===== src/rtl/cfg_space_pkg.sv =====
// Shared constants and helpers for the configuration space target.
// Assumes a 32-bit data path with four byte lanes, lane k = bits 8k+7:8k.
package cfg_space_pkg;

    localparam int DATA_W = 32;
    localparam int LANES  = DATA_W / 8;
    localparam int IDX_W  = 4;

    // DWORD indexes whose position the host software decodes
    localparam logic [IDX_W-1:0] DW_IDENT   = 4'd0;
    localparam logic [IDX_W-1:0] DW_CMDSTAT = 4'd1;
    localparam logic [IDX_W-1:0] DW_CLASS   = 4'd2;
    localparam logic [IDX_W-1:0] DW_MISC    = 4'd3;
    localparam logic [IDX_W-1:0] DW_IOBAR   = 4'd4;
    localparam logic [IDX_W-1:0] DW_IRQ     = 4'd15;

    // Expand byte enables into a bit mask
    function automatic logic [DATA_W-1:0] lane_mask(input logic [LANES-1:0] en);
        logic [DATA_W-1:0] m;
        for (int k = 0; k < LANES; k++) begin
            m[8*k +: 8] = {8{en[k]}};
        end
        return m;
    endfunction

endpackage


===== src/rtl/cfg_decode.sv =====
// Address phase decoder: decides whether a request is claimed and which
// function and DWORD it targets. Assumes idsel is one bit per function;
// a request with zero or several select bits is not claimed.
module cfg_decode
    import cfg_space_pkg::*;
#(
    parameter int NFUNC = 2
) (
    input  logic             req,
    input  logic [7:0]       addr_lo,
    input  logic [NFUNC-1:0] idsel,
    output logic             claim,
    output logic [NFUNC-1:0] fsel,
    output logic [IDX_W-1:0] dw_idx,
    output logic             in_range
);

    logic one_sel;

    // Exactly one select bit high
    always_comb one_sel = (idsel != '0) && ((idsel & (idsel - 1'b1)) == '0);

    // Type 0 check and claim decision
    always_comb claim = req && one_sel && (addr_lo[1:0] == 2'b00);

    // Function select is only meaningful for a claimed request
    always_comb fsel = claim ? idsel : '0;

    // DWORD index and implemented-range flag
    always_comb begin
        dw_idx   = addr_lo[5:2];
        in_range = (addr_lo[7:6] == 2'b00);
    end

endmodule


===== src/rtl/cfg_func_regs.sv =====
// One function's 64-byte configuration header. Fixed fields come from
// parameters; the command word is the only register with a reset. Assumes
// wr_en is a single-cycle strobe already qualified by claim and range, and
// BAR_LOG2 >= 2.
module cfg_func_regs
    import cfg_space_pkg::*;
#(
    parameter logic [15:0] VENDOR_ID  = 16'h5A17,
    parameter logic [15:0] DEVICE_ID  = 16'h0D10,
    parameter logic [7:0]  REVISION   = 8'h12,
    parameter logic [23:0] CLASS_CODE = 24'h028000,
    parameter logic [15:0] STATUS_VAL = 16'h0280,
    parameter logic [15:0] CMD_WMASK  = 16'h0145,
    parameter logic [7:0]  IRQ_PIN    = 8'h01,
    parameter int          BAR_LOG2   = 5
) (
    input  logic              clk,
    input  logic              rst_n,
    input  logic              wr_en,
    input  logic [IDX_W-1:0]  idx,
    input  logic [LANES-1:0]  be,
    input  logic [DATA_W-1:0] wdata,
    output logic [DATA_W-1:0] rdata
);

    localparam int BAR_HI_W = DATA_W - BAR_LOG2;

    logic [15:0]         cmd_q;
    logic [7:0]          lat_q;
    logic [BAR_HI_W-1:0] bar_q;
    logic [7:0]          line_q;
    logic [DATA_W-1:0]   wmask;
    logic [15:0]         cmd_we;

    // Per-bit write enables from the byte lanes
    always_comb begin
        wmask  = lane_mask(be);
        cmd_we = CMD_WMASK & wmask[15:0];
    end

    // Command register: cleared by hardware reset, masked writable bits
    always_ff @(posedge clk) begin
        if (!rst_n) begin
            cmd_q <= '0;
        end else if (wr_en && idx == DW_CMDSTAT) begin
            cmd_q <= (cmd_q & ~cmd_we) | (wdata[15:0] & cmd_we);
        end
    end

    // Latency timer: lane 1 of DWORD 3, survives reset
    always_ff @(posedge clk) begin
        if (wr_en && idx == DW_MISC && be[1]) begin
            lat_q <= wdata[15:8];
        end
    end

    // Base address upper bits: writable per lane, survive reset
    always_ff @(posedge clk) begin
        if (wr_en && idx == DW_IOBAR) begin
            bar_q <= (bar_q & ~wmask[DATA_W-1:BAR_LOG2]) |
                     (wdata[DATA_W-1:BAR_LOG2] & wmask[DATA_W-1:BAR_LOG2]);
        end
    end

    // Interrupt line: lane 0 of DWORD 15, survives reset
    always_ff @(posedge clk) begin
        if (wr_en && idx == DW_IRQ && be[0]) begin
            line_q <= wdata[7:0];
        end
    end

    // Read mux in little-endian lane order; reserved DWORDs read zero
    always_comb begin
        unique case (idx)
            DW_IDENT:   rdata = {DEVICE_ID, VENDOR_ID};
            DW_CMDSTAT: rdata = {STATUS_VAL, cmd_q};
            DW_CLASS:   rdata = {CLASS_CODE, REVISION};
            DW_MISC:    rdata = {8'h00, 8'h00, lat_q, 8'h00};
            DW_IOBAR:   rdata = {bar_q, {(BAR_LOG2-1){1'b0}}, 1'b1};
            DW_IRQ:     rdata = {16'h0000, IRQ_PIN, line_q};
            default:    rdata = '0;
        endcase
    end

endmodule


===== src/rtl/cfg_space_target.sv =====
// Top of the dual-function configuration space target. Decodes the address
// phase, steers writes to one of NFUNC headers and registers the claim and
// read data. Assumes a request lasts one cycle; answers appear the next cycle.
module cfg_space_target
    import cfg_space_pkg::*;
#(
    parameter int                     NFUNC      = 2,
    parameter logic [NFUNC-1:0][15:0] VENDOR_ID  = {16'h5A17, 16'h5A17},
    parameter logic [NFUNC-1:0][15:0] DEVICE_ID  = {16'h0D20, 16'h0D10},
    parameter logic [NFUNC-1:0][7:0]  REVISION   = {8'h34, 8'h12},
    parameter logic [NFUNC-1:0][23:0] CLASS_CODE = {24'h010000, 24'h028000},
    parameter logic [NFUNC-1:0][7:0]  IRQ_PIN    = {8'h02, 8'h01},
    parameter logic [15:0]            STATUS_VAL = 16'h0280,
    parameter logic [15:0]            CMD_WMASK  = 16'h0145,
    parameter int                     BAR_LOG2   = 5
) (
    input  logic              clk,
    input  logic              rst_n,
    input  logic              soft_rst,
    input  logic              sleep,
    input  logic              req,
    input  logic              we,
    input  logic [NFUNC-1:0]  idsel,
    input  logic [31:0]       addr,
    input  logic [3:0]        be,
    input  logic [31:0]       wdata,
    output logic              devsel,
    output logic              rd_valid,
    output logic [31:0]       rd_data
);

    logic                          claim;
    logic [NFUNC-1:0]              fsel;
    logic [IDX_W-1:0]              dw_idx;
    logic                          in_range;
    logic [NFUNC-1:0][DATA_W-1:0]  fn_rdata;
    logic [DATA_W-1:0]             sel_rdata;
    logic                          unused_inputs;

    // Upper address, function number, soft reset and sleep do not steer anything
    assign unused_inputs = ^{addr[31:8], soft_rst, sleep};

    cfg_decode #(.NFUNC(NFUNC)) u_decode (
        .req      (req),
        .addr_lo  (addr[7:0]),
        .idsel    (idsel),
        .claim    (claim),
        .fsel     (fsel),
        .dw_idx   (dw_idx),
        .in_range (in_range)
    );

    for (genvar f = 0; f < NFUNC; f++) begin : g_fn
        cfg_func_regs #(
            .VENDOR_ID  (VENDOR_ID[f]),
            .DEVICE_ID  (DEVICE_ID[f]),
            .REVISION   (REVISION[f]),
            .CLASS_CODE (CLASS_CODE[f]),
            .STATUS_VAL (STATUS_VAL),
            .CMD_WMASK  (CMD_WMASK),
            .IRQ_PIN    (IRQ_PIN[f]),
            .BAR_LOG2   (BAR_LOG2)
        ) u_regs (
            .clk   (clk),
            .rst_n (rst_n),
            .wr_en (we && fsel[f] && in_range),
            .idx   (dw_idx),
            .be    (be),
            .wdata (wdata),
            .rdata (fn_rdata[f])
        );
    end

    // Pick the selected function's word; out-of-range DWORDs read zero
    always_comb begin
        sel_rdata = '0;
        for (int f = 0; f < NFUNC; f++) begin
            if (fsel[f]) sel_rdata = sel_rdata | fn_rdata[f];
        end
        if (!in_range) sel_rdata = '0;
    end

    // Register the claim and masked read data for the following cycle
    always_ff @(posedge clk) begin
        if (!rst_n) begin
            devsel   <= 1'b0;
            rd_valid <= 1'b0;
            rd_data  <= '0;
        end else begin
            devsel   <= claim;
            rd_valid <= claim && !we;
            rd_data  <= (claim && !we) ? (sel_rdata & lane_mask(be)) : '0;
        end
    end

endmodule


===== config.mk =====
export PLATFORM = sky130hd
export DESIGN_NAME = cfg_space_target
export DESIGN_NICKNAME = d
export VERILOG_FILES = /design/src/rtl/cfg_space_pkg.sv /design/src/rtl/cfg_decode.sv /design/src/rtl/cfg_func_regs.sv /design/src/rtl/cfg_space_target.sv
export SDC_FILE = /design/constraint.sdc
export NUM_CORES = 1
export LEC_CHECK = 0
export CORE_MARGIN = 10
export CORE_UTILIZATION = 37
export CTS_CLUSTER_SIZE = 16
export DETAILED_ROUTE_END_ITERATION = 10
export DONT_BUFFER_PORTS = 1
export PLACE_DENSITY_LB_ADDON = 0.15
export RECOVER_POWER = 100
export SLEW_MARGIN = 5
export SYNTH_ARGS = -nofsm -noshare
export SYNTH_HDL_FRONTEND = slang
export SYNTH_HIERARCHICAL = 1
export SYNTH_SLANG_ARGS = --single-unit

===== constraint.sdc =====
create_clock -name clk -period 3.1 [get_ports clk]
set_input_delay 0.31 -clock clk [delete_from_list [all_inputs] [get_ports clk]]
set_output_delay 0.31 -clock clk [all_outputs]
set_load 0.005 [all_outputs]

=== Word-level counts from Yosys, hierarchy flattened ===
Cells that the tools add are included.

* Flip-flop bits (word level): 152
* Input port bits: 76
* Output and inout bits: 34

* Bitwise logic cells: 15
* Add/subtract/negate cells: 1
* Reductions and logical operators: 27
* Muxes and demuxes: 6
* Equal/unequal tests: 5

{| class="wikitable"
|+ Operator list
! cell !! number
|-
| one-hot mux 32 bit (6 select lines) || 2
|-
| 2-to-1 mux 32 bit || 3
|-
| bitwise AND 27 bit || 3
|-
| bitwise OR 27 bit || 2
|-
| bitwise AND 16 bit || 2
|-
| bitwise AND 32 bit || 1
|-
| bitwise OR 16 bit || 2
|-
| bitwise OR 32 bit || 1
|-
| inverter 27 bit || 1
|-
| logical AND 1 bit || 20
|-
| bitwise AND 16 x 9 -> 16 bit || 1
|-
| inverter 9 -> 16 bit || 1
|-
| == test 4 x 2 -> 1 bit, second input constant || 2
|-
| logical NOT 2 bit || 3
|-
| == test 4 x 1 -> 1 bit, second input constant || 1
|-
| == test 4 x 3 -> 1 bit, second input constant || 1
|-
| == test 4 bit, second input constant || 1
|-
| logical NOT 4 bit || 1
|-
| bitwise AND 2 bit || 1
|-
| 2-to-1 mux 2 bit || 1
|-
| AND reduction 2 bit || 1
|-
| nonzero test 2 bit || 1
|-
| subtractor 2 x 1 -> 2 bit, second input constant || 1
|-
| logical NOT 1 bit || 1
|}

=== Logic depth before layout (Yosys ltp) ===
* Depth after elaboration: 12
* Depth in mapped cells: 8

=== By module ===
Netlist, hierarchy kept.

{| class="wikitable"
|+ By module, submodules not included
! module !! area each (µm²) !! cells each !! instances !! seq. area each (µm²)
|-
| cfg_func_regs at g_fn[0].u_regs || 1999.4 || 151 || 1 || 1371.3
|-
| cfg_func_regs at g_fn[1].u_regs || 1956.9 || 145 || 1 || 1371.3
|-
| cfg_space_target || 1456.4 || 114 || 1 || 680.7
|-
| cfg_decode || 67.6 || 11 || 1 || 0.0
|}

=== Worst setup path after synthesis ===
No wires, ideal clock.

* Path kind: input to register
* Start point: input addr[1]
* End point: register g_fn[0].u_regs.lat_q[0], enable pin
* Library setup time: 395 ps
* Cell stages on the path: 7
* Setup slack: 492 ps
* Data arrival time: 2214 ps
* Buffers on the path: 2
* Path through: or3b_1 nor2_1 buf_4 buf_4 and3_2 nand2_1 nor4_1

* Longest elaborated chain between the ends: 7

{| class="wikitable"
|+ Ends and longest elaborated chain
! item !! RTL line !! text
|-
| start: declaration || cfg_space_target.sv:24 || <nowiki>input logic [31:0] addr,</nowiki>
|-
| logical NOT 2 bit || cfg_decode.sv:24 || <nowiki>always_comb claim = req && one_sel && (addr_lo[1:0] == 2'b00);</nowiki>
|-
| logical AND 1 bit || cfg_decode.sv:24 ||
|-
| 2-to-1 mux 2 bit || cfg_decode.sv:27 || <nowiki>always_comb fsel = claim ? idsel : '0;</nowiki>
|-
| named net fsel[0] || cfg_space_target.sv:33 || <nowiki>logic [NFUNC-1:0] fsel;</nowiki>
|-
| logical AND 1 bit (2 in a row) || cfg_space_target.sv:66 || <nowiki>.wr_en (we && fsel[f] && in_range),</nowiki>
|-
| logical AND 1 bit (2 in a row) || cfg_func_regs.sv:52 || <nowiki>if (wr_en && idx == DW_MISC && be[1]) begin</nowiki>
|-
| end signal: assignment || cfg_func_regs.sv:53 || <nowiki>lat_q <= wdata[15:8];</nowiki>
|-
| end: declaration || cfg_func_regs.sv:29 || <nowiki>logic [7:0] lat_q;</nowiki>
|}

The timed path passes the listed nets, and every way through them passes these cells.
A chain may end at the register's enable or synchronous reset.

=== Worst setup path after layout ===
* Start point: input addr[1]
* End point: register g_fn[0].u_regs.lat_q[5], enable pin

The elaborated chain is that of the path after synthesis.

==> metrics.md <==
| Metric | Value |
|---|---|
| Status | completed |
| Clock sink count | 128 |
| Synth unique cells | 45 |
| I/O Buffers | 0 |
| Die Span Y | 142 um |
| Layout cell share with drive strength beyond 1 | 0.114 |
| Synthesis-stage register bit count | 128 |
| DR pass1 iterations | 6 |
| CP endpoint kind | flip-flop |
| Final setup viols | 0 |
| H-tree depth | 4 |
| Final period utilization | 0.653 |
| Setup tns final | 0 ps |
| Setup CP Type | input port to flip-flop |
| Buf/Inv on CP | 1 |
| Cell area after placement | 0.00554 sq mm |
| Via Count | 3417 |
| Global-route wire length before repair | 21200 um |
| TritonCTS clock tree | yes |
| Total GRT Usage | 0.137 |
| Antenna diode count | 0 |
| Tightest Hold Check Type | input port to flip-flop |
| 1st-iter DRT viols | 205 |
| CP max-delay cell | clkbuf_1 |
| Crit path time final | 2020 ps |
| FMAX | 494 MHz |
| Number of core rows | 44 |
| RSZ-0062 raised after global routing | false |
| Initial antenna violation count | 0 |
| Mapped Cells | approximately 420 |
| WL/cell | 21.1 um |
| Grt ovf | 0 |
| Slack of the critical path | 1080 ps |
| Clock skew | roughly 5.3 ps |
| GP Congestion | 0.728 |
| Ys Warns | 6 |
| Postcts setup bufs | 0 |
| Syn Nets | 497 |
| Synth top area cells | edfxtp_1, dfxtp_1, nor3b_2 |
| Drt total wl | 13600 um |
| Worst vdd ir | 0.000356 V |
| Io pins | 110 |
| Clk_lat worst skew | a little over 400 ps |
| Hpwl dp | ~8500 um |
| Fin area | 0.00634 sq mm |
| Synth top area share | 0.471 |
| CP max stage delay | 440 ps |
| Max-slew violations | 0 |
| Post-synthesis average cell area | 13.0 sq um |
| Crit-path leading delay family | simple AND/OR/NAND/NOR gates |
| Final Hold Vio Count | 0 |
| Worst Path Required | ~3200 ps |
| Drt via density | 5.32 |
| Root buffer cell | clkbuf_16 |
| Worst slew margin | 0.138 |
| Worst setup SP type | input port |
| Pwr per Cell Area | slightly above 600 mW/mm^2 |
| Cell taking the most area after synthesis | edfxtp_1 |
| Total CTS buffers | 17 |
| Core box area | 0.0145 sq mm |
| Vias in the first global route | ~3.5k |
| Fin nets | 521 |
| Clk buf depth | 2 |
| Pleak | 2.13 nW |
| Worst Path Arrival | about 2100 ps |
| Max-cap violations | 0 |
| Largest net degree at the start of global routing | 35 |
| Hold slack | 33.2 ps |
| DRC viols | 0 |
| Die area | 0.0201 sq mm |
| Post-synthesis sequential area ratio | 0.625 |
| Clock transition at path regs | 60 ps |
| Worst-Margin Slew | 1290 ps |
| Post-Syn Area | 0.00548 sq mm |
| Cell Chain, Critical Path | or3b_1 -> nor2_1 -> and3_1 -> nand2_1 -> nor4_1 -> clkbuf_1 |
| Layout area overhead | 15.7% |
| Chip width | between 100 and 150 um |
| ANT nets after route | 0 |
| CP Max Fanout | 8 |
| Starting utilization of the core area | 0.377 |
| Place WS | 1000 ps |
==> Yosys cell counts, drive strengths merged <==
cell / number
nand2: 34
or3b: 1
mux2i: 8
buf: 28
inv: 11
a32o: 1
nor2: 14
a31o: 1
nor3: 4
nand3: 2
edfxtp: 86
nand2b: 4
a22o: 7
o31ai: 3
a21boi: 1
a22oi: 36
and3: 12
a21o: 3
clkbuf: 8
and3b: 2
or3: 2
dfxtp: 42
and4: 3
a32oi: 6
and2: 24
nor4b: 3
o22ai: 1
a21oi: 21
mux2: 1
nor4: 1
nor2b: 2
nor3b: 34
nand4b: 1
nand4: 3
o21ai: 11
==> path summary, 6_finish.rpt <==
check / from / endpoint / slack [ps] / cells after the start
worst min register to register: flip-flop / flip-flop / 460 / 2
worst max register to register: g_fn[1].u_regs/lat_q[0] / rd_data[8] / 1830 / 4
worst max-delay path: addr[1] / g_fn[0].u_regs/lat_q[5] / 1080 / 6
worst min-delay path: wdata[0] / flip-flop / 30 / 2
==> power by group <==
part | leakage (nW) | total (W) | internal [W] | switching, W
Clock | 0.288 | 0.00199 | 0.00125 | 0.000737
Sequential | 1.11 | 0.00182 | 0.00182 | 0.000000226
Combinational | 0.736 | 0.000126 | 0.0000647 | 0.0000618
Total | 2.13 | 0.00393 | 0.00313 | 0.000799
==> per-stage QoR <==
step,power [W],cells,util
2_1_floorplan,0.00195,421,-
3_3_place_gp,0.00194,577,0.381
3_5_place_dp,0.00194,577,0.381
4_1_cts,0.00399,642,0.445
5_1_grt,0.00407,642,0.436
6_report,0.00393,642,0.436
==> final cells by class <==
class                           instances  area, sq um
Inverter                               11         41.3
Sequential cell                       128         3420
Clock inverter                         12          131
Clock buffer                           20          467
Tap cell                              184          230
Multi-Input combinational cell        246         1670
Fill cell                            1340         8190
Timing Repair Buffer                   41          375
==> what timing repair did <==
action                                 4_1_cts  5_1_grt
hold buffers                                33        0
endpoints found under the hold margin       87        0
gates resized for setup                      0        0
==> cells in the final DEF, fill, tap and decap left out, drive strengths merged, types with 12 or more instances in the layout <==
| cell | count |
|---|---|
| edfxtp | 86 |
| dfxtp | 42 |
| a22oi | 36 |
| nand2 | 34 |
| nor3b | 34 |
| dlygate4sd3 | 33 |
| and2 | 24 |
| clkbuf | 24 |
| a21oi | 21 |
| nor2 | 14 |
| inv | 13 |
| and3 | 12 |
==> cells by family (layout without fill, tap and decap cells) <==
family	Yosys count	in the layout	synth area share
flops	128	128	0.625
simple gates	146	146	0.194
buf+inv	47	84	0.0516
mux	9	9	0.0167
compound gates	91	91	0.113
==> metal layers <==
metal  vias to the layer above  global-route usage  wire [um]
met3                        16              0.0504        881
li1                       1619                   -          -
met2                       100               0.218       6670
met4                         0              0.0479        144
met5                         -                   0          0
met1                      1682               0.167       5870
No activity file was read; power rests on OpenSTA's default activity.
